`src/rtl/buck_gate_pkg.sv`:
```
package buck_gate_pkg;

  typedef enum logic [1:0] {LVL_LOW, LVL_MID, LVL_HIGH} lvl_e;

  typedef enum logic [3:0] {
    ST_OFF,
    ST_HS_WAIT,
    ST_HS_ON,
    ST_LS_WAIT,
    ST_LS_ON,
    ST_DE_WAIT,
    ST_DE_BLANK,
    ST_DE_WATCH,
    ST_DE_DONE
  } state_e;

  localparam logic [1:0] CODE_LOW  = 2'b00;
  localparam logic [1:0] CODE_HIGH = 2'b11;

  // unused code 2'b10 folds into mid
  function automatic lvl_e decode_lvl(input logic [1:0] code);
    case (code)
      CODE_LOW:  decode_lvl = LVL_LOW;
      CODE_HIGH: decode_lvl = LVL_HIGH;
      default:   decode_lvl = LVL_MID;
    endcase
  endfunction

endpackage

```
`src/rtl/buck_gate_sync.sv`:
```
module buck_gate_sync #(
  parameter int unsigned WIDTH  = 4,
  parameter int unsigned STAGES = 2
) (
  input  logic             clk_i,
  input  logic             rst_ni,
  input  logic [WIDTH-1:0] d_i,
  output logic [WIDTH-1:0] q_o
);

  logic [WIDTH-1:0] stage_q [STAGES];

  always_ff @(posedge clk_i or negedge rst_ni) begin
    if (!rst_ni) stage_q[0] <= '0;
    else         stage_q[0] <= d_i;
  end

  for (genvar g = 1; g < STAGES; g++) begin : g_stage
    always_ff @(posedge clk_i or negedge rst_ni) begin
      if (!rst_ni) stage_q[g] <= '0;
      else         stage_q[g] <= stage_q[g-1];
    end
  end

  assign q_o = stage_q[STAGES-1];

endmodule

```
`src/rtl/buck_gate_decode.sv`:
```
module buck_gate_decode
  import buck_gate_pkg::*;
#(
  parameter int unsigned NUM_CMD = 2
) (
  input  logic [2*NUM_CMD-1:0] code_i,
  output lvl_e                 lvl_o [NUM_CMD]
);

  for (genvar g = 0; g < NUM_CMD; g++) begin : g_dec
    assign lvl_o[g] = decode_lvl(code_i[2*g +: 2]);
  end

endmodule

```
`src/rtl/buck_gate_blank.sv`:
```
module buck_gate_blank #(
  parameter int unsigned CYCLES = 35,
  localparam int unsigned CNT_W = (CYCLES < 2) ? 1 : $clog2(CYCLES)
) (
  input  logic clk_i,
  input  logic rst_ni,
  input  logic load_i,
  input  logic run_i,
  output logic done_o
);

  localparam logic [CNT_W-1:0] LOAD_VAL = CNT_W'(CYCLES - 1);

  logic [CNT_W-1:0] cnt_q;

  always_ff @(posedge clk_i or negedge rst_ni) begin
    if (!rst_ni)                     cnt_q <= '0;
    else if (load_i)                 cnt_q <= LOAD_VAL;
    else if (run_i && cnt_q != '0)   cnt_q <= cnt_q - 1'b1;
  end

  assign done_o = (cnt_q == '0);

endmodule

```
`src/rtl/buck_gate_fsm.sv`:
```
module buck_gate_fsm
  import buck_gate_pkg::*;
#(
  parameter int unsigned BLANK_CYC = 35
) (
  input  logic clk_i,
  input  logic rst_ni,
  input  lvl_e sw_lvl_i,
  input  lvl_e run_lvl_i,
  input  logic supply_ok_i,
  input  logic lo_off_i,
  input  logic hi_off_i,
  input  logic zero_cross_i,
  output logic hi_en_o,
  output logic lo_en_o
);

  state_e state_q, state_d;
  logic   run, blank_load, blank_done;

  assign run = supply_ok_i && (run_lvl_i == LVL_HIGH);

  always_comb begin
    state_d    = state_q;
    blank_load = 1'b0;
    if (!run) begin
      state_d = ST_OFF;
    end else begin
      case (sw_lvl_i)
        LVL_HIGH: begin
          case (state_q)
            ST_HS_ON:   ;
            ST_HS_WAIT: if (lo_off_i) state_d = ST_HS_ON;
            default:    state_d = ST_HS_WAIT;
          endcase
        end
        LVL_LOW: begin
          case (state_q)
            ST_LS_ON:   ;
            ST_LS_WAIT: if (hi_off_i) state_d = ST_LS_ON;
            default:    state_d = ST_LS_WAIT;
          endcase
        end
        default: begin
          case (state_q)
            ST_DE_WAIT: if (hi_off_i) begin
              state_d    = ST_DE_BLANK;
              blank_load = 1'b1;
            end
            ST_DE_BLANK: if (blank_done) state_d = ST_DE_WATCH;
            ST_DE_WATCH: if (zero_cross_i) state_d = ST_DE_DONE;
            ST_DE_DONE:  ;
            default:     state_d = ST_DE_WAIT;
          endcase
        end
      endcase
    end
  end

  always_ff @(posedge clk_i or negedge rst_ni) begin
    if (!rst_ni) state_q <= ST_OFF;
    else         state_q <= state_d;
  end

  buck_gate_blank #(.CYCLES(BLANK_CYC)) u_blank (
    .clk_i  (clk_i),
    .rst_ni (rst_ni),
    .load_i (blank_load),
    .run_i  (state_q == ST_DE_BLANK),
    .done_o (blank_done)
  );

  assign hi_en_o = (state_q == ST_HS_ON);
  assign lo_en_o = (state_q == ST_LS_ON) || (state_q == ST_DE_BLANK) ||
                   (state_q == ST_DE_WATCH);

  assert_no_overlap_R12: assert property (@(posedge clk_i) disable iff (!rst_ni)
    !(hi_en_o && lo_en_o));

  assert_hi_waits_flag_R4: assert property (@(posedge clk_i) disable iff (!rst_ni)
    $rose(hi_en_o) |-> $past(lo_off_i));

  assert_lo_waits_flag_R5: assert property (@(posedge clk_i) disable iff (!rst_ni)
    $rose(lo_en_o) |-> $past(hi_off_i));

  assert_blank_holds_R6: assert property (@(posedge clk_i) disable iff (!rst_ni)
    (state_q == ST_DE_BLANK && run && sw_lvl_i == LVL_MID) |=> lo_en_o);

  assert_zc_turnoff_R7: assert property (@(posedge clk_i) disable iff (!rst_ni)
    (state_q == ST_DE_WATCH && zero_cross_i) |=> !lo_en_o);

  assert_uvlo_off_R10: assert property (@(posedge clk_i) disable iff (!rst_ni)
    !supply_ok_i |=> (!hi_en_o && !lo_en_o));

endmodule

```
`src/rtl/buck_gate_seq.sv`:
```
module buck_gate_seq
  import buck_gate_pkg::*;
#(
  parameter int unsigned CLK_PERIOD_PS = 10000,
  parameter int unsigned BLANK_PS      = 350000,
  parameter int unsigned SYNC_STAGES   = 2
) (
  input  logic       clk_i,
  input  logic       rst_ni,
  input  logic [1:0] sw_code_i,
  input  logic [1:0] run_code_i,
  input  logic       supply_ok_i,
  input  logic       lo_off_i,
  input  logic       hi_off_i,
  input  logic       zero_cross_i,
  output logic       hi_en_o,
  output logic       lo_en_o
);

  localparam int unsigned BLANK_RAW = (BLANK_PS + CLK_PERIOD_PS - 1) / CLK_PERIOD_PS;
  localparam int unsigned BLANK_CYC = (BLANK_RAW < 1) ? 1 : BLANK_RAW;

  logic [3:0] cmd_sync;
  lvl_e       lvl [2];

  buck_gate_sync #(.WIDTH(4), .STAGES(SYNC_STAGES)) u_sync (
    .clk_i  (clk_i),
    .rst_ni (rst_ni),
    .d_i    ({run_code_i, sw_code_i}),
    .q_o    (cmd_sync)
  );

  buck_gate_decode #(.NUM_CMD(2)) u_dec (
    .code_i (cmd_sync),
    .lvl_o  (lvl)
  );

  buck_gate_fsm #(.BLANK_CYC(BLANK_CYC)) u_fsm (
    .clk_i        (clk_i),
    .rst_ni       (rst_ni),
    .sw_lvl_i     (lvl[0]),
    .run_lvl_i    (lvl[1]),
    .supply_ok_i  (supply_ok_i),
    .lo_off_i     (lo_off_i),
    .hi_off_i     (hi_off_i),
    .zero_cross_i (zero_cross_i),
    .hi_en_o      (hi_en_o),
    .lo_en_o      (lo_en_o)
  );

endmodule

```
`config.mk`:
```
export PLATFORM = sky130hd
export DESIGN_NAME = buck_gate_seq
export DESIGN_NICKNAME = d
export VERILOG_FILES = /design/src/rtl/buck_gate_pkg.sv /design/src/rtl/buck_gate_sync.sv /design/src/rtl/buck_gate_decode.sv /design/src/rtl/buck_gate_blank.sv /design/src/rtl/buck_gate_fsm.sv /design/src/rtl/buck_gate_seq.sv
export SDC_FILE = /design/constraint.sdc
export NUM_CORES = 1
export LEC_CHECK = 0
export ABC_AREA = 1
export BUFFER_PORTS_ARGS = -buffer_cell sky130_fd_sc_hd__buf_4
export CAP_MARGIN = 10
export CORE_ASPECT_RATIO = 0.75
export CORE_UTILIZATION = 48
export CTS_CLUSTER_SIZE = 40
export DETAILED_ROUTE_END_ITERATION = 16
export GPL_TIMING_DRIVEN = 0
export HOLD_SLACK_MARGIN = 0.05
export PLACE_DENSITY = 0.72
export SETUP_SLACK_MARGIN = 0.1
export SYNTH_ARGS = -nofsm -noshare
export SYNTH_HDL_FRONTEND = slang
export SYNTH_SLANG_ARGS = --single-unit
```
`constraint.sdc`:
```
create_clock -name clk_i -period 1.3 [get_ports clk_i]
set_input_delay 0.13 -clock clk_i [delete_from_list [all_inputs] [get_ports clk_i]]
set_output_delay 0.13 -clock clk_i [all_outputs]
set_load 0.03 [all_outputs]
```
; Yosys cells after proc, flatten, opt, wreduce, memory -nomap -nowiden
; Cells that the tools add are included.
[word_totals]
input_bits = 10
ff_bits = 18
output_inout_bits = 2
[op_classes]
n_eq_ne = 20
n_reduce_logical = 12
mux = 18
add_sub_neg = 1
[ops]
columns = cell, count
row1 = $mux W4, 6
row2 = $pmux W4 S2, 3
row3 = $eq A4 B3 Y1 const B, 4
row4 = $pmux W4 S4, 1
row5 = $ne A5 B5 Y1 const B, 3
row6 = $mux W6, 2
row7 = $ne A4 B4 Y1 const B, 3
row8 = $eq A2 B2 Y1 const B, 4
row9 = $eq A4 B2 Y1 const B, 2
row10 = $pmux W2 S2, 2
row11 = $reduce_and A8 Y1, 1
row12 = $logic_not A2 Y1, 3
row13 = $logic_not A6 Y1, 1
row14 = $ne A3 B3 Y1 const B, 2
row15 = $reduce_bool A6 Y1, 1
row16 = $sub A6 B1 Y6 const B, 1
row17 = $eq A4 B1 Y1 const B, 1
row18 = $eq A4 B4 Y1 const B, 1
row19 = $mux W1, 4
row20 = $logic_and A1 B1 Y1, 2
row21 = $logic_or A1 B1 Y1, 2
row22 = $reduce_bool A2 Y1, 1
row23 = $reduce_or A2 Y1, 1

; Depth between registers and ports, before layout
; Gate-level depths: netlist of run 1.
[depth]
ltp_word = 7
mapped_depth = 10
ltp_nobuf = 10

; By module
; From an unflattened synthesis of run 1, not the netlist that was laid out.
[hier_totals]
hier_cells = 144
hier_area_um2 = 1096.1
[by_module_without_submodules]
columns = mod, seq_area_each_um2, area_each_um2, cells_per_inst, instances
row1 = buck_gate_fsm, 100.1, 435.4, 75, 1
row2 = buck_gate_blank, 150.1, 405.4, 55, 1
row3 = buck_gate_sync, 200.2, 230.2, 12, 1
row4 = buck_gate_decode, 0.0, 25.0, 2, 1

; Least setup slack after synthesis of run 1
; OpenSTA, ideal clock, no wires.
[synth_timing]
path_type = register to register
from = register u_sync.stage_q (netlist bit u_sync.q_o[0])
to = register u_fsm.state_q[1]
arrival_time_ps = 1240
slack_ps = -57
stages_incl_launch_ff = 11
setup_ps = 117
t_required_ps = 1183
synth_period_minus_slack_ps = 1357
path_cell_list = dfrtp_1 ha_1 buf_2 inv_1 nor2_1 nand2_1 nand2_1 nor2_2 nand3_2 nand2_1 nand2_1
[synth_via]
elab_chain_len = 5
word_cells_on_any_way = 16
cone_classes = eq/ne: 10 / mux: 3 / reduce/logical: 3
[synth_rtl]
columns = item, line_no
row1 = "start, declared", buck_gate_sync.sv:11  ; logic [WIDTH-1:0] stage_q [STAGES];
row2 = "start signal, assigned by index", buck_gate_sync.sv:21  ; else stage_q[g] <= stage_q[g-1];
row3 = $eq A2 B2 Y1 / $logic_not A2 Y1 (equally long branches), buck_gate_pkg.sv:22  ; case (code)
row4 = $pmux W2 S2 *, buck_gate_pkg.sv:22
row5 = $eq A2 B2 Y1 / $logic_not A2 Y1 (equally long branches), buck_gate_fsm.sv:29  ; case (sw_lvl_i)
row6 = $ne A5 B5 Y1 (no source line) (tied with other cells), n/a
row7 = $reduce_and A8 Y1 (no source line) / $mux W4 (equally long branches), n/a
row8 = "end signal, assigned", buck_gate_fsm.sv:62  ; else state_q <= state_d;
row9 = "end, declared", buck_gate_fsm.sv:18  ; state_e state_q, state_d;
; Mark *: on every way between the ends. The rest lies on a longest branch, timed or not.
; A chain may end at the register's enable or synchronous reset.

; Final worst setup path of run 1
[layout_timing]
from = register u_fsm.state_q[1]
to = register u_fsm.state_q[2]
[layout_via]
elab_chain_len = 4
word_cells_on_any_way = 22
cone_classes = eq/ne: 16 / mux: 5 / reduce/logical: 1
[layout_rtl]
columns = item, line_no
row1 = $eq A4 B4 Y1 (tied with other cells), buck_gate_fsm.sv:45  ; case (state_q)
row2 = $pmux W4 S4 (tied with other cells), buck_gate_fsm.sv:45
row3 = $pmux W4 S2, buck_gate_fsm.sv:29
row4 = $mux W4, buck_gate_fsm.sv:26  ; if (!run) begin
; Parallel ways exist; a longest one is shown, timed or not.

==> results.py, run 1 <==
metrics = {
    "status": {
        "outcome": "finished with violations",
        "violations_in_the_final_reports": "negative setup slack",
    },
    "power": {
        "switchingPower_mw": 0.320,
        "vdd_drop_max_uv": 676,
        "p_sw_share_pct": 27.2,
        "internal-power_mw": 0.855,
        "pwr-share-clk_pct": 29.5,
        "total_leakage_power_nw": 0.754,
        "part_of_the_total_power_dissipated_in_combinational_logic_pct": 18.8,
        "power.density_cell_area_mw_per_mm2": 740,
        "seq_power_share_pct": 51.7,
    },
    "sta": {
        "achievable-frequency_mhz": 664,
        "layout_setup_ws_ps": -206,
        "worst_slew_pin_slew_ps": 316,
        "period_minus_slack_ps": 1510,
        "hold_violations": 0,
        "fin_worst_skew_ps": 22.6,
        "slew_headroom_pct": 78.9,
        "setup_violations": 11,
        "grt_setup_unrepaired": "true",
        "post_route_clock_period_utilization_pct": 116,
        "timing.final.max_slew_violations": 0,
    },
    "route": {
        "ant_nets": 0,
        "detail_route.first_pass.iterations": 4,
        "routed_wire_length_per_instance_um": 14.2,
        "total_via_count_in_the_routed_design": 1216,
        "detail_route.iter0.violations": 134,
        "detail_route.wirelength_um": 3090,
        "drc": 0,
        "post_dr_vias_cell": 5.58,
    },
    "finish": {
        "area_growth_pct": 40.2,
        "final_common_cell": "sky130_fd_sc_hd__nand2_1",
        "mostFrequentLayoutCells": "sky130_fd_sc_hd__nand2_1 (27), sky130_fd_sc_hd__nor2_1 (20), sky130_fd_sc_hd__buf_4 (18)",
        "instances_no_fill": 218,
        "post_layout_nets": 201,
        "share_of_post_route_cells_with_drive_strength_above_1_pct": 40.3,
        "final_cell_area_sq_mm": 0.00159,
        "antenna-diode-count": 0,
    },
    "clock_network": {
        "clk_path_buf_depth": 2,
        "cts_htree_levels": 1,
        "clock_sinks": 18,
        "clock_tree.root_cell": "sky130_fd_sc_hd__clkbuf_4",
        "clock_buffers_created_by_tritoncts": 3,
        "clk_pin_slew_ps": 120,
        "tritoncts": "done",
        "worst_skew_pair.late_latency_ps": 300,
    },
    "job": {
        "drv_cap": 0,
    },
    "yosys": {
        "yosysWarnings": 0,
        "synthCells": 156,
        "syn_area_sq_mm": 0.00113,
        "synthesized_netlist_net_count": 170,
        "synth.lib_cells_used.distinct": 22,
        "yosysSeqAreaShare_pct": 39.8,
        "postSynthAreaPerCell_sq_um": 7.26,
        "flop_and_latch_count_out_of_synthesis": 18,
    },
    "floorplan": {
        "design.die.area_sq_mm": 0.00256,
        "io_pins": 12,
        "placementRows": 14,
        "design.core.area_sq_mm": 0.00212,
        "start_util_pct": 53.4,
        "die-height_um": 44.1,
        "floorplan.die.width_um": 58.1,
    },
    "placement": {
        "routabilityCongestion": 0.924,
        "post-place-cells": 199,
        "hpwlAfterDp_um": 1890,
        "postPlaceCellArea_sq_mm": 0.00130,
        "placement.setup.worst_slack_ps": -177,
        "io_buffers": 11,
    },
    "worst_setup_path": {
        "worst_setup_path_start_kind": "flop",
        "worstPathBufferInverterCount": 1,
        "worst-setup-path-type": "reg -> reg",
        "regToRegStartpoint": "u_fsm.state_q[1]$_DFFE_PN0P_",
        "cp_max_fo": 6,
        "worst_setup_path_end_kind": "flop",
        "critical_path.most_common_cell": "sky130_fd_sc_hd__nand2_1",
        "path_delay_family": "simple AND/OR/NAND/NOR gates",
        "timing.reg2reg.setup_slack_ps": -210,
        "stage_delay_of_the_slowest_cell_on_the_critical_path_ps": 500,
        "critical_path_arrival_ps": 1690,
        "crit-reg2reg-capture": "u_fsm.state_q[2]$_DFFE_PN0P_",
        "crit_slowest_cell": "sky130_fd_sc_hd__dfrtp_2",
        "worst_ep_required_ps": 1480,
        "ff2ff_path_depth": 9,
        "worstPathCellList": "inv_1 > nand2_1 > nor2_1 > nand3_1 > nand2_2 > nor2_4 > nand3_2 > nand2_1 > nand2_1",
    },
    "grt": {
        "grt_start_max_net_pins": 19,
        "via_count_of_the_first_global_routing_pass": 1064,
        "final_global_route_overflow_total": 0,
        "number_of_antenna_violations_at_the_first_check_in_global_routing": 0,
        "grt_util_all_layers_pct": 24.3,
        "wire_length_of_the_first_global_routing_pass_um": 4580,
    },
    "hold_path": {
        "hold_path_class": "in -> async",
    },
}
==> repair_timing <==
item | in CTS | in global routing
gates resized for setup | 18 | 25
buffers inserted | 5 | 6
hold endpoints to repair | 22 | 0
pin swaps | 8 | 12
endpoints found under the setup margin | 12 | 12
hold buffers | 5 | 0
==> layout make-up <==
cell class / count / area [sq um]
Multi-Input combinational cell: 117 / 746
Fill cell: 146 / 532
Sequential cell: 18 / 455
Timing Repair Buffer: 26 / 219
Inverter: 20 / 80.1
Tap cell: 32 / 40.0
Clock buffer: 4 / 36.3
Buffer: 1 / 11.3
==> metrics by stage <==
step	util (%)	power [mW]	hold WS (ps)	TNS, ps
finish	74.9	1.17	210	-991
global route	74.9	1.23	225	-1630
CTS	70.0	1.14	218	-658
detailed placement	61.2	0.765	7.07	-1200
global placement	61.2	0.760	3.81	-898
floorplan	-	0.704	-166	0
==> flip-flops by register name, summed over array words and instances (netlist names) <==
register / flops
u_sync.q_o: 4
u_fsm.u_blank.cnt_q: 6
u_fsm.state_q: 4
u_sync.stage_q: 4
==> worst reg2reg max path: cells and delay by family (launching register included) <==
family	cells	cell delay, ps
and+or+nand+nor	8	820
buffers and inverters	1	80
DFF	1	500
==> power groups by stage <==
stage               sequential (mW)  combinational, mW  clock, mW
floorplan                     0.607             0.0967          0
global placement              0.610              0.150          0
detailed placement            0.611              0.154          0
CTS                           0.602              0.188      0.352
global route                  0.611              0.238      0.381
finish                        0.607              0.221      0.346
==> per-layer routing <==
metal | track usage [%] | up-vias | share of wire, %
met4 | 6.67 | 0 | 2.0
met3 | 7.60 | 8 | 10
met1 | 33.1 | 567 | 42
met2 | 37.9 | 78 | 46
met5 | 0 | - | 0
li1 | - | 563 | -
==> synthesized netlist by cell type, drive strengths merged <==
library cell  count  area (sq um)
a21oi             6          30.0
nor2             32           140
ha                4          50.1
nand4             4          25.0
dfrtp            18           450
buf               1          5.00
o211ai            1          7.51
nand2            38           163
nand3            17           100
nand3b            1          7.51
nor3              3          20.0
a31oi             1          6.26
o21ai             9          45.0
o31ai             1          7.51
inv              20          75.1
==> how the worst max path moves through the flow <==
| stage | cells after the start | startpoint | to |
|---|---|---|---|
| floorplan | 10 | u_sync.q_o[1]$_DFF_PN0_ | u_fsm.state_q[1]$_DFFE_PN0P_ |
| global placement | 6 | u_fsm.state_q[1]$_DFFE_PN0P_ | u_fsm.u_blank.cnt_q[0]$_DFFE_PN0P_ |
| detailed placement | 7 | u_fsm.state_q[0]$_DFFE_PN0P_ | u_fsm.u_blank.cnt_q[3]$_DFFE_PN0P_ |
| CTS | 10 | u_sync.q_o[0]$_DFF_PN0_ | u_fsm.state_q[3]$_DFFE_PN0P_ |
| global route | 9 | u_fsm.state_q[1]$_DFFE_PN0P_ | u_fsm.state_q[2]$_DFFE_PN0P_ |
| finish | 9 | u_fsm.state_q[1]$_DFFE_PN0P_ | u_fsm.state_q[2]$_DFFE_PN0P_ |
==> kinds of logic (layout without fill, tap and decap cells) <==
family	count (synthesis)	after routing	share of synthesized area, %
adders and majority gates	4	4	4.42
AOI/OAI and AO/OA	18	18	8.51
buffers and inverters	21	51	7.07
DFF	18	18	39.8
and+or+nand+nor	95	95	40.2
No activity file was read; power rests on OpenSTA's default activity.
==> inputs of run 2 (changes only) <==
CELL_PAD_IN_SITES_DETAIL_PLACEMENT = 1   (was not set)
CELL_PAD_IN_SITES_GLOBAL_PLACEMENT = 1   (was not set)
CORE_UTILIZATION = 37   (was 48)
GPL_TIMING_DRIVEN = not set   (was 0)
PLACE_DENSITY = 0.81   (was 0.72)
==> run 2 against run 1 <==
Effect of this change:
- the flow still finishes with violations (negative setup slack)
- design area is 13% higher
- critical path depth unchanged
- total power rose by 19%
- clock skew down 5.2 ps
- wire length increased by 87%
- worst setup slack got worse by 79 ps
- sequential cell count unchanged
- via count rose by 17%
- first-iteration DRC count decreased by 2.2%
- global-route usage increased by 8.8 points
- largest power group unchanged
- highest routed layer unchanged
==> results.py, run 2 (synthesized netlist as in run 1, its figures left out) <==
metrics = {
    "sta": {
        "period_minus_slack_ps": 1580,
        "grt_setup_unrepaired": "true",
        "fin_worst_skew_ps": 17.4,
        "achievable-frequency_mhz": 631,
        "worst_slew_pin_slew_ps": 249,
        "timing.final.max_slew_violations": 0,
        "post_route_clock_period_utilization_pct": 122,
        "setup_violations": 12,
        "layout_setup_ws_ps": -285,
        "hold-worst-slack_ps": 250,
        "hold_violations": 0,
        "slew_headroom_pct": 83.3,
    },
    "floorplan": {
        "die-height_um": 49.9,
        "design.die.area_sq_mm": 0.00329,
        "placementRows": 16,
        "io_pins": 12,
        "design.core.area_sq_mm": 0.00276,
        "floorplan.die.width_um": 65.9,
        "start_util_pct": 41.0,
    },
    "power": {
        "total_leakage_power_nw": 0.871,
        "p_sw_share_pct": 29.7,
        "power.density_cell_area_mw_per_mm2": 777,
        "seq_power_share_pct": 43.8,
        "internal-power_mw": 0.984,
        "vdd_drop_max_uv": 697,
        "pwr-share-clk_pct": 35.7,
        "part_of_the_total_power_dissipated_in_combinational_logic_pct": 20.5,
        "switchingPower_mw": 0.415,
    },
    "route": {
        "detail_route.first_pass.iterations": 4,
        "routed_wire_length_per_instance_um": 24.1,
        "ant_nets": 0,
        "post_dr_vias_cell": 5.92,
        "detail_route.wirelength_um": 5790,
        "total_via_count_in_the_routed_design": 1420,
        "detail_route.iter0.violations": 131,
        "drc": 0,
    },
    "finish": {
        "share_of_post_route_cells_with_drive_strength_above_1_pct": 51.0,
        "final_cell_area_sq_mm": 0.00180,
        "post_layout_nets": 219,
        "final_common_cell": "sky130_fd_sc_hd__buf_4",
        "instances_no_fill": 240,
        "area_growth_pct": 59.0,
        "antenna-diode-count": 0,
        "layout.filler_cells": 325,
        "mostFrequentLayoutCells": "sky130_fd_sc_hd__buf_4 (37), sky130_fd_sc_hd__nand2_1 (23), sky130_fd_sc_hd__nor2_1 (17)",
        "largest_register_ff_count": 6,
        "registers.top_by_ff_count": "u_fsm.u_blank.cnt_q",
    },
    "worst_setup_path": {
        "worst_setup_path_end_kind": "flop",
        "worst-setup-path-type": "reg -> reg",
        "cp_max_fo": 5,
        "crit-reg2reg-capture": "u_fsm.state_q[1]$_DFFE_PN0P_",
        "ff2ff_path_depth": 9,
        "regToRegStartpoint": "u_sync.q_o[0]$_DFF_PN0_",
        "worst_ep_required_ps": 1450,
        "timing.reg2reg.setup_slack_ps": -280,
        "critical_path_arrival_ps": 1740,
        "worst_setup_path_start_kind": "flop",
    },
    "grt": {
        "grt-busiest-layer": "met2",
        "globalRouteMet1Util_pct": 41.6,
        "grtUsageMet3_pct": 7.87,
        "number_of_antenna_violations_at_the_first_check_in_global_routing": 0,
        "grt_start_max_net_pins": 19,
        "final_global_route_overflow_total": 0,
        "met2_usage_grt_pct": 56.1,
        "wire_length_of_the_first_global_routing_pass_um": 7730,
        "grt_util_all_layers_pct": 33.1,
        "via_count_of_the_first_global_routing_pass": 1493,
    },
    "clock_network": {
        "tritoncts": "done",
        "clk_pin_slew_ps": 90,
        "clk_path_buf_depth": 2,
        "cts_htree_levels": 1,
        "clock_buffers_created_by_tritoncts": 3,
        "worst_skew_pair.late_latency_ps": 280,
        "clock_tree.root_cell": "sky130_fd_sc_hd__clkbuf_8",
        "clock_sinks": 18,
    },
    "placement": {
        "postPlaceCellArea_sq_mm": 0.00148,
        "post-place-cells": 227,
        "io_buffers": 11,
        "routabilityCongestion": 0.898,
        "placement.setup.worst_slack_ps": -160,
        "hpwlAfterDp_um": 3010,
    },
    "status": {
        "violations_in_the_final_reports": "negative setup slack",
        "outcome": "finished with violations",
    },
    "job": {
        "drv_cap": 0,
    },
    "hold_path": {
        "hold_path_class": "in -> async",
    },
}
run 2: cell count changes in the layout (fill, tap and decap cells not counted), sizes merged:
cell	previous run	this run
buf	22	40
run 2: critical path, stage by stage, from the launching register on:
cell and delay, ps:
sky130_fd_sc_hd__dfrtp_1 450, sky130_fd_sc_hd__inv_2 80, sky130_fd_sc_hd__ha_4 320, sky130_fd_sc_hd__nand3_4 120, sky130_fd_sc_hd__nand2_2 130, sky130_fd_sc_hd__nand2_4 100, sky130_fd_sc_hd__nand2_2 100, sky130_fd_sc_hd__nor2_2 50
sky130_fd_sc_hd__nand3_1 70, sky130_fd_sc_hd__nand2_1 60
run 2: how the worst max path moves through the flow:
stage,from,end,slack (ps),cells after the start
floorplan,u_sync.q_o[1]$_DFF_PN0_,u_fsm.state_q[1]$_DFFE_PN0P_,20,10
global placement,u_fsm.state_q[0]$_DFFE_PN0P_,u_fsm.u_blank.cnt_q[0]$_DFFE_PN0P_,-90,7
detailed placement,u_sync.q_o[1]$_DFF_PN0_,u_fsm.state_q[1]$_DFFE_PN0P_,-160,9
CTS,u_sync.q_o[0]$_DFF_PN0_,u_fsm.state_q[1]$_DFFE_PN0P_,-160,9
global route,u_fsm.state_q[1]$_DFFE_PN0P_,u_fsm.state_q[1]$_DFFE_PN0P_,-340,8
finish,u_sync.q_o[0]$_DFF_PN0_,u_fsm.state_q[1]$_DFFE_PN0P_,-280,9
run 2: cell type report:
class	instances	area (sq um)	share of cell area [%]
well taps	36	45.0	2.50
multi-input cells	117	806	44.8
clock buffers	4	55.1	3.06
repair buffers	45	362	20.1
flip-flops and latches	18	455	25.3
inverters	20	77.6	4.31
run 2: power groups by stage:
stage	clock network, mW	logic (mW)	registers (mW)
2_1_floorplan	0	0.0967	0.607
3_3_place_gp	0	0.204	0.609
3_5_place_dp	0	0.216	0.611
4_1_cts	0.478	0.250	0.604
5_1_grt	0.511	0.301	0.612
6_report	0.499	0.287	0.613
run 2: routing by layer:
layer  part of all wire, %  routed length [um]
met4                   4.0                 232
met1                    39                2260
met2                    46                2670
met5                     0                   0
met3                    11                 631
run 2: through the flow:
step                      TNS [ps]  util (%)  power [mW]
final                        -2380      65.2        1.40
after global routing         -2990      65.2        1.42
after CTS                    -1180      60.6        1.33
after detailed placement     -1020      53.5       0.827
after global placement        -659      53.5       0.812
after floorplan                  0         -       0.704
run 2: repair_timing:
item | in CTS | in global routing
endpoints found under the setup margin | 12 | 12
buffers inserted | 1 | 3
gates cloned | 0 | 0
pin swaps | 14 | 9
hold endpoints to repair | 22 | 0
hold buffers | 5 | 0
gates resized for setup | 29 | 28
==> inputs of run 3 (changes only) <==
CORE_UTILIZATION = 39   (was 37)
CTS_BUF_LIST = sky130_fd_sc_hd__clkbuf_8   (was not set)
PLACE_DENSITY = 0.84   (was 0.81)
SETUP_SLACK_MARGIN = 0.05   (was 0.1)
==> run 3 against run 2 <==
Effect of this change:
- the run now fails in global routing
- area after synthesis is the same
- synthesized cell count is the same
==> results.py, run 3 <==
metrics = {
    "status": {
        "outcome": "aborted with a tool error",
        "flow.stopped_at": "global routing",
        "firstError": "[ERROR DPL-0033] detailed placement checks failed during check placement.",
    },
    "placement": {
        "io_buffers": 11,
        "routabilityCongestion": 1.02,
        "postPlaceCellArea_sq_mm": 0.00147,
        "hpwlAfterDp_um": 2910,
    },
    "yosys": {
        "synth_flop_cell": "sky130_fd_sc_hd__dfrtp_1",
        "flop_and_latch_count_out_of_synthesis": 18,
        "syn_area_sq_mm": 0.00113,
        "async_flop_share_pct": 100,
        "postSynthAreaPerCell_sq_um": 7.26,
        "synthCells": 156,
        "yosysSeqAreaShare_pct": 39.8,
        "synthesized_netlist_net_count": 170,
        "netlist.area_leader.share_pct": 39.8,
        "synthTopCellsByArea": "sky130_fd_sc_hd__dfrtp_1 (40%), sky130_fd_sc_hd__nand2_1 (11%), sky130_fd_sc_hd__nor2_1 (8.6%), sky130_fd_sc_hd__inv_1 (6.6%), sky130_fd_sc_hd__nand3_1 (6.2%)",
        "synth.lib_cells_used.distinct": 22,
        "yosysWarnings": 0,
        "synthDominantAreaCellType": "sky130_fd_sc_hd__dfrtp_1",
        "synth-edff-count": 0,
        "post_synth_most_frequent_cells": "sky130_fd_sc_hd__nand2_1 (32), sky130_fd_sc_hd__nor2_1 (26), sky130_fd_sc_hd__inv_1 (20), sky130_fd_sc_hd__dfrtp_1 (18), sky130_fd_sc_hd__nand3_1 (14)",
        "synth.most_common_cell": "sky130_fd_sc_hd__nand2_1",
    },
    "floorplan": {
        "placementRows": 16,
        "start_util_pct": 42.2,
        "io_pins": 12,
        "floorplan.die.width_um": 64.2,
        "die-height_um": 48.7,
    },
    "clock_network": {
        "clock_sinks": 18,
        "clk_path_buf_depth": 2,
        "clock_buffers_created_by_tritoncts": 3,
        "clock_tree.root_cell": "sky130_fd_sc_hd__clkbuf_8",
        "cts_htree_levels": 1,
    },
    "sta": {
        "final_worst_endpoint_reported_by_repair_timing_after_global_routing": "u_fsm.state_q[1]$_DFFE_PN0P_/D",
        "worst_endpoint_kind": "register data pin",
    },
    "grt": {
        "grt_start_max_net_pins": 19,
        "number_of_antenna_violations_at_the_first_check_in_global_routing": 0,
    },
}
[run 3: cell families after synthesis]
family / count (synthesis) / share of synthesized area [%]
AND/OR/NAND/NOR: 95 / 40.2
adder cells (fa/ha/maj): 4 / 4.42
flip-flops: 18 / 39.8
buffers and inverters: 21 / 7.07
AO/OA/AOI/OAI: 18 / 8.51
[run 3: stage by stage]
stage	setup WS, ps	std cells	hold WS [ps]
4_1_cts	-157	240	283
3_3_place_gp	-141	227	9.42
3_5_place_dp	-183	227	17.2
2_1_floorplan	16.9	156	-166
[run 3: repair_timing]
action | CTS
gates cloned | 0
setup endpoints to repair | 12
pin swaps | 8
hold buffers | 5
resized for setup | 35
hold endpoints to repair | 22
buffers inserted | 4
==> inputs of run 4 (changes only) <==
CELL_PAD_IN_SITES_DETAIL_PLACEMENT = not set   (was 1)
CELL_PAD_IN_SITES_GLOBAL_PLACEMENT = not set   (was 1)
CORE_AREA = 2 2 63 65   (was not set)
CORE_ASPECT_RATIO = not set   (was 0.75)
CORE_UTILIZATION = not set   (was 39)
CTS_BUF_LIST = not set   (was sky130_fd_sc_hd__clkbuf_8)
CTS_CLUSTER_SIZE = not set   (was 40)
DIE_AREA = 0 0 65 67   (was not set)
HOLD_SLACK_MARGIN = not set   (was 0.05)
PLACE_DENSITY = not set   (was 0.84)
PLACE_DENSITY_LB_ADDON = 0.15   (was not set)
SETUP_SLACK_MARGIN = not set   (was 0.05)
clock period = 1.69 ns   (was 1.3 ns; I/O delays follow)
==> run 4 against run 3 <==
Effect of this change:
- the flow now finishes without violations
==> results.py, run 4 (synthesized netlist as in run 1, its figures left out) <==
metrics = {
    "grt": {
        "via_count_of_the_first_global_routing_pass": 1029,
        "grt_start_max_net_pins": 19,
        "wire_length_of_the_first_global_routing_pass_um": 4400,
        "final_global_route_overflow_total": 0,
        "grt_util_all_layers_pct": 13.3,
        "number_of_antenna_violations_at_the_first_check_in_global_routing": 0,
    },
    "sta": {
        "worst_slew_pin_slew_ps": 330,
        "slew_headroom_pct": 78.0,
        "setup_violations": 0,
        "hold_violations": 0,
        "grt_setup_unrepaired": "false",
        "setup_tns_ps": 0,
        "post_route_clock_period_utilization_pct": 89.6,
        "timing.final.max_slew_violations": 0,
        "fin_worst_skew_ps": 1.13,
        "period_minus_slack_ps": 1510,
        "achievable-frequency_mhz": 660,
    },
    "floorplan": {
        "design.die.area_sq_mm": 0.00436,
        "floorplan.die.width_um": 65,
        "placementRows": 22,
        "io_pins": 12,
        "die-height_um": 67,
        "start_util_pct": 31.4,
        "design.core.area_sq_mm": 0.00361,
    },
    "worst_setup_path": {
        "regToRegStartpoint": "u_sync.q_o[1]$_DFF_PN0_",
        "ff2ff_path_depth": 7,
        "crit_path_start": "u_sync.q_o[1]$_DFF_PN0_",
        "worst-setup-path-type": "reg -> reg",
        "worst_setup_path_end_kind": "flop",
        "worst_ep_required_ps": 1830,
        "crit-reg2reg-capture": "u_fsm.u_blank.cnt_q[3]$_DFFE_PN0P_",
        "worst_setup_path_start_kind": "flop",
        "cp_max_fo": 7,
        "worst_setup_path_endpoint": "u_fsm.u_blank.cnt_q[3]$_DFFE_PN0P_",
        "critical_path_arrival_ps": 1650,
        "timing.reg2reg.setup_slack_ps": 180,
    },
    "route": {
        "detail_route.iter0.violations": 60,
        "ant_nets": 0,
        "detail_route.wirelength_um": 2490,
        "detail_route.first_pass.iterations": 4,
        "drc": 0,
        "post_dr_vias_cell": 4.77,
        "total_via_count_in_the_routed_design": 1044,
        "routed_wire_length_per_instance_um": 11.4,
    },
    "clock_network": {
        "clock_tree.root_cell": "sky130_fd_sc_hd__clkbuf_8",
        "clk_pin_slew_ps": 70,
        "worst_skew_pair.late_latency_ps": 250,
        "cts_htree_levels": 1,
        "clock_sinks": 18,
        "clock_buffers_created_by_tritoncts": 3,
        "tritoncts": "done",
        "clk_path_buf_depth": 2,
    },
    "hold_path": {
        "hold_path_class": "in -> reg",
    },
    "placement": {
        "io_buffers": 11,
        "hpwlAfterDp_um": 1960,
        "routabilityCongestion": 0.967,
    },
    "finish": {
        "share_of_post_route_cells_with_drive_strength_above_1_pct": 18.7,
        "final_common_cell": "sky130_fd_sc_hd__nand2_1",
        "post_layout_nets": 187,
        "antenna-diode-count": 0,
        "registers.top_by_ff_count": "u_fsm.u_blank.cnt_q",
        "mostFrequentLayoutCells": "sky130_fd_sc_hd__nand2_1 (32), sky130_fd_sc_hd__nor2_1 (26), sky130_fd_sc_hd__inv_1 (20)",
        "layout.filler_cells": 367,
        "largest_register_ff_count": 6,
        "post-route-util_pct": 36.9,
        "area_growth_pct": 17.6,
    },
    "power": {
        "power.density_cell_area_mw_per_mm2": 655,
        "vdd_drop_max_uv": 352,
        "total_leakage_power_nw": 0.656,
    },
    "job": {
        "drv_cap": 0,
    },
    "status": {
        "outcome": "finished, final reports clean",
    },
}
-- run 4: area by class of cell --
cell class | instances | area, sq um | area share [%]
repair buffers | 13 | 100 | 7.52
well taps | 48 | 60.1 | 4.51
flip-flops and latches | 18 | 450 | 33.8
multi-input cells | 117 | 604 | 45.4
inverters | 20 | 75.1 | 5.64
clock buffers | 3 | 41.3 | 3.10
-- run 4: power breakdown --
part | switching (mW) | total [mW] | internal (mW)
clock network | 0.140 | 0.299 | 0.158
registers | 0.0124 | 0.462 | 0.449
logic | 0.0684 | 0.111 | 0.0429
total | 0.221 | 0.872 | 0.650
-- run 4: worst min-delay path by stage --
stage | from | end | slack (ps) | depth (start not counted)
2_1_floorplan | rst_ni | u_fsm.state_q[0]$_DFFE_PN0P_ | -130 | 0
3_5_place_dp | rst_ni | u_fsm.u_blank.cnt_q[5]$_DFFE_PN0P_ | 60 | 1
5_1_grt | sw_code_i[1] | u_sync.stage_q[5]$_DFF_PN0_ | 4 | 1
4_1_cts | sw_code_i[1] | u_sync.stage_q[5]$_DFF_PN0_ | 10 | 1
3_3_place_gp | rst_ni | u_fsm.u_blank.cnt_q[3]$_DFFE_PN0P_ | 50 | 1
6_report | run_code_i[1] | u_sync.stage_q[7]$_DFF_PN0_ | 20 | 1
-- run 4: routing by layer --
metal | track usage, % | part of all wire [%] | up-vias
met5 | 0 | 0 | -
met4 | 7.98 | 3.2 | 0
met3 | 2.70 | 5.7 | 8
met2 | 22.4 | 46 | 33
met1 | 15.6 | 45 | 467
li1 | - | - | 536
-- run 4: through the flow --
| step | power (mW) | hold WS (ps) | area (sq um) | setup slack, ps | instances |
|---|---|---|---|---|---|
| 6_report | 0.872 | 20.4 | 1330 | 176 | 219 |
| 4_1_cts | 0.889 | 11.9 | 1330 | 109 | 219 |
| 3_3_place_gp | 0.579 | 51.0 | 1280 | 119 | 215 |
| 3_5_place_dp | 0.578 | 55.9 | 1280 | 132 | 215 |
| 5_1_grt | 0.923 | 4.33 | 1330 | 40.4 | 219 |
| 2_1_floorplan | 0.531 | -127 | 1130 | 333 | 156 |
-- run 4: critical path, cell delays in order, from the launching register on --
cell	delay, ps
sky130_fd_sc_hd__dfrtp_1	350
sky130_fd_sc_hd__inv_1	50
sky130_fd_sc_hd__ha_2	400
sky130_fd_sc_hd__nand3_1	140
sky130_fd_sc_hd__nor3_2	190
sky130_fd_sc_hd__inv_1	130
sky130_fd_sc_hd__o21ai_0	90
sky130_fd_sc_hd__a21oi_1	50
-- run 4: repair_timing --
item / in CTS / in global routing
hold endpoints to repair: 18 / 0
gates resized for setup: 0 / 1
buffers inserted: 0 / 0
setup endpoints to repair: 0 / 2
hold buffers: 1 / 0
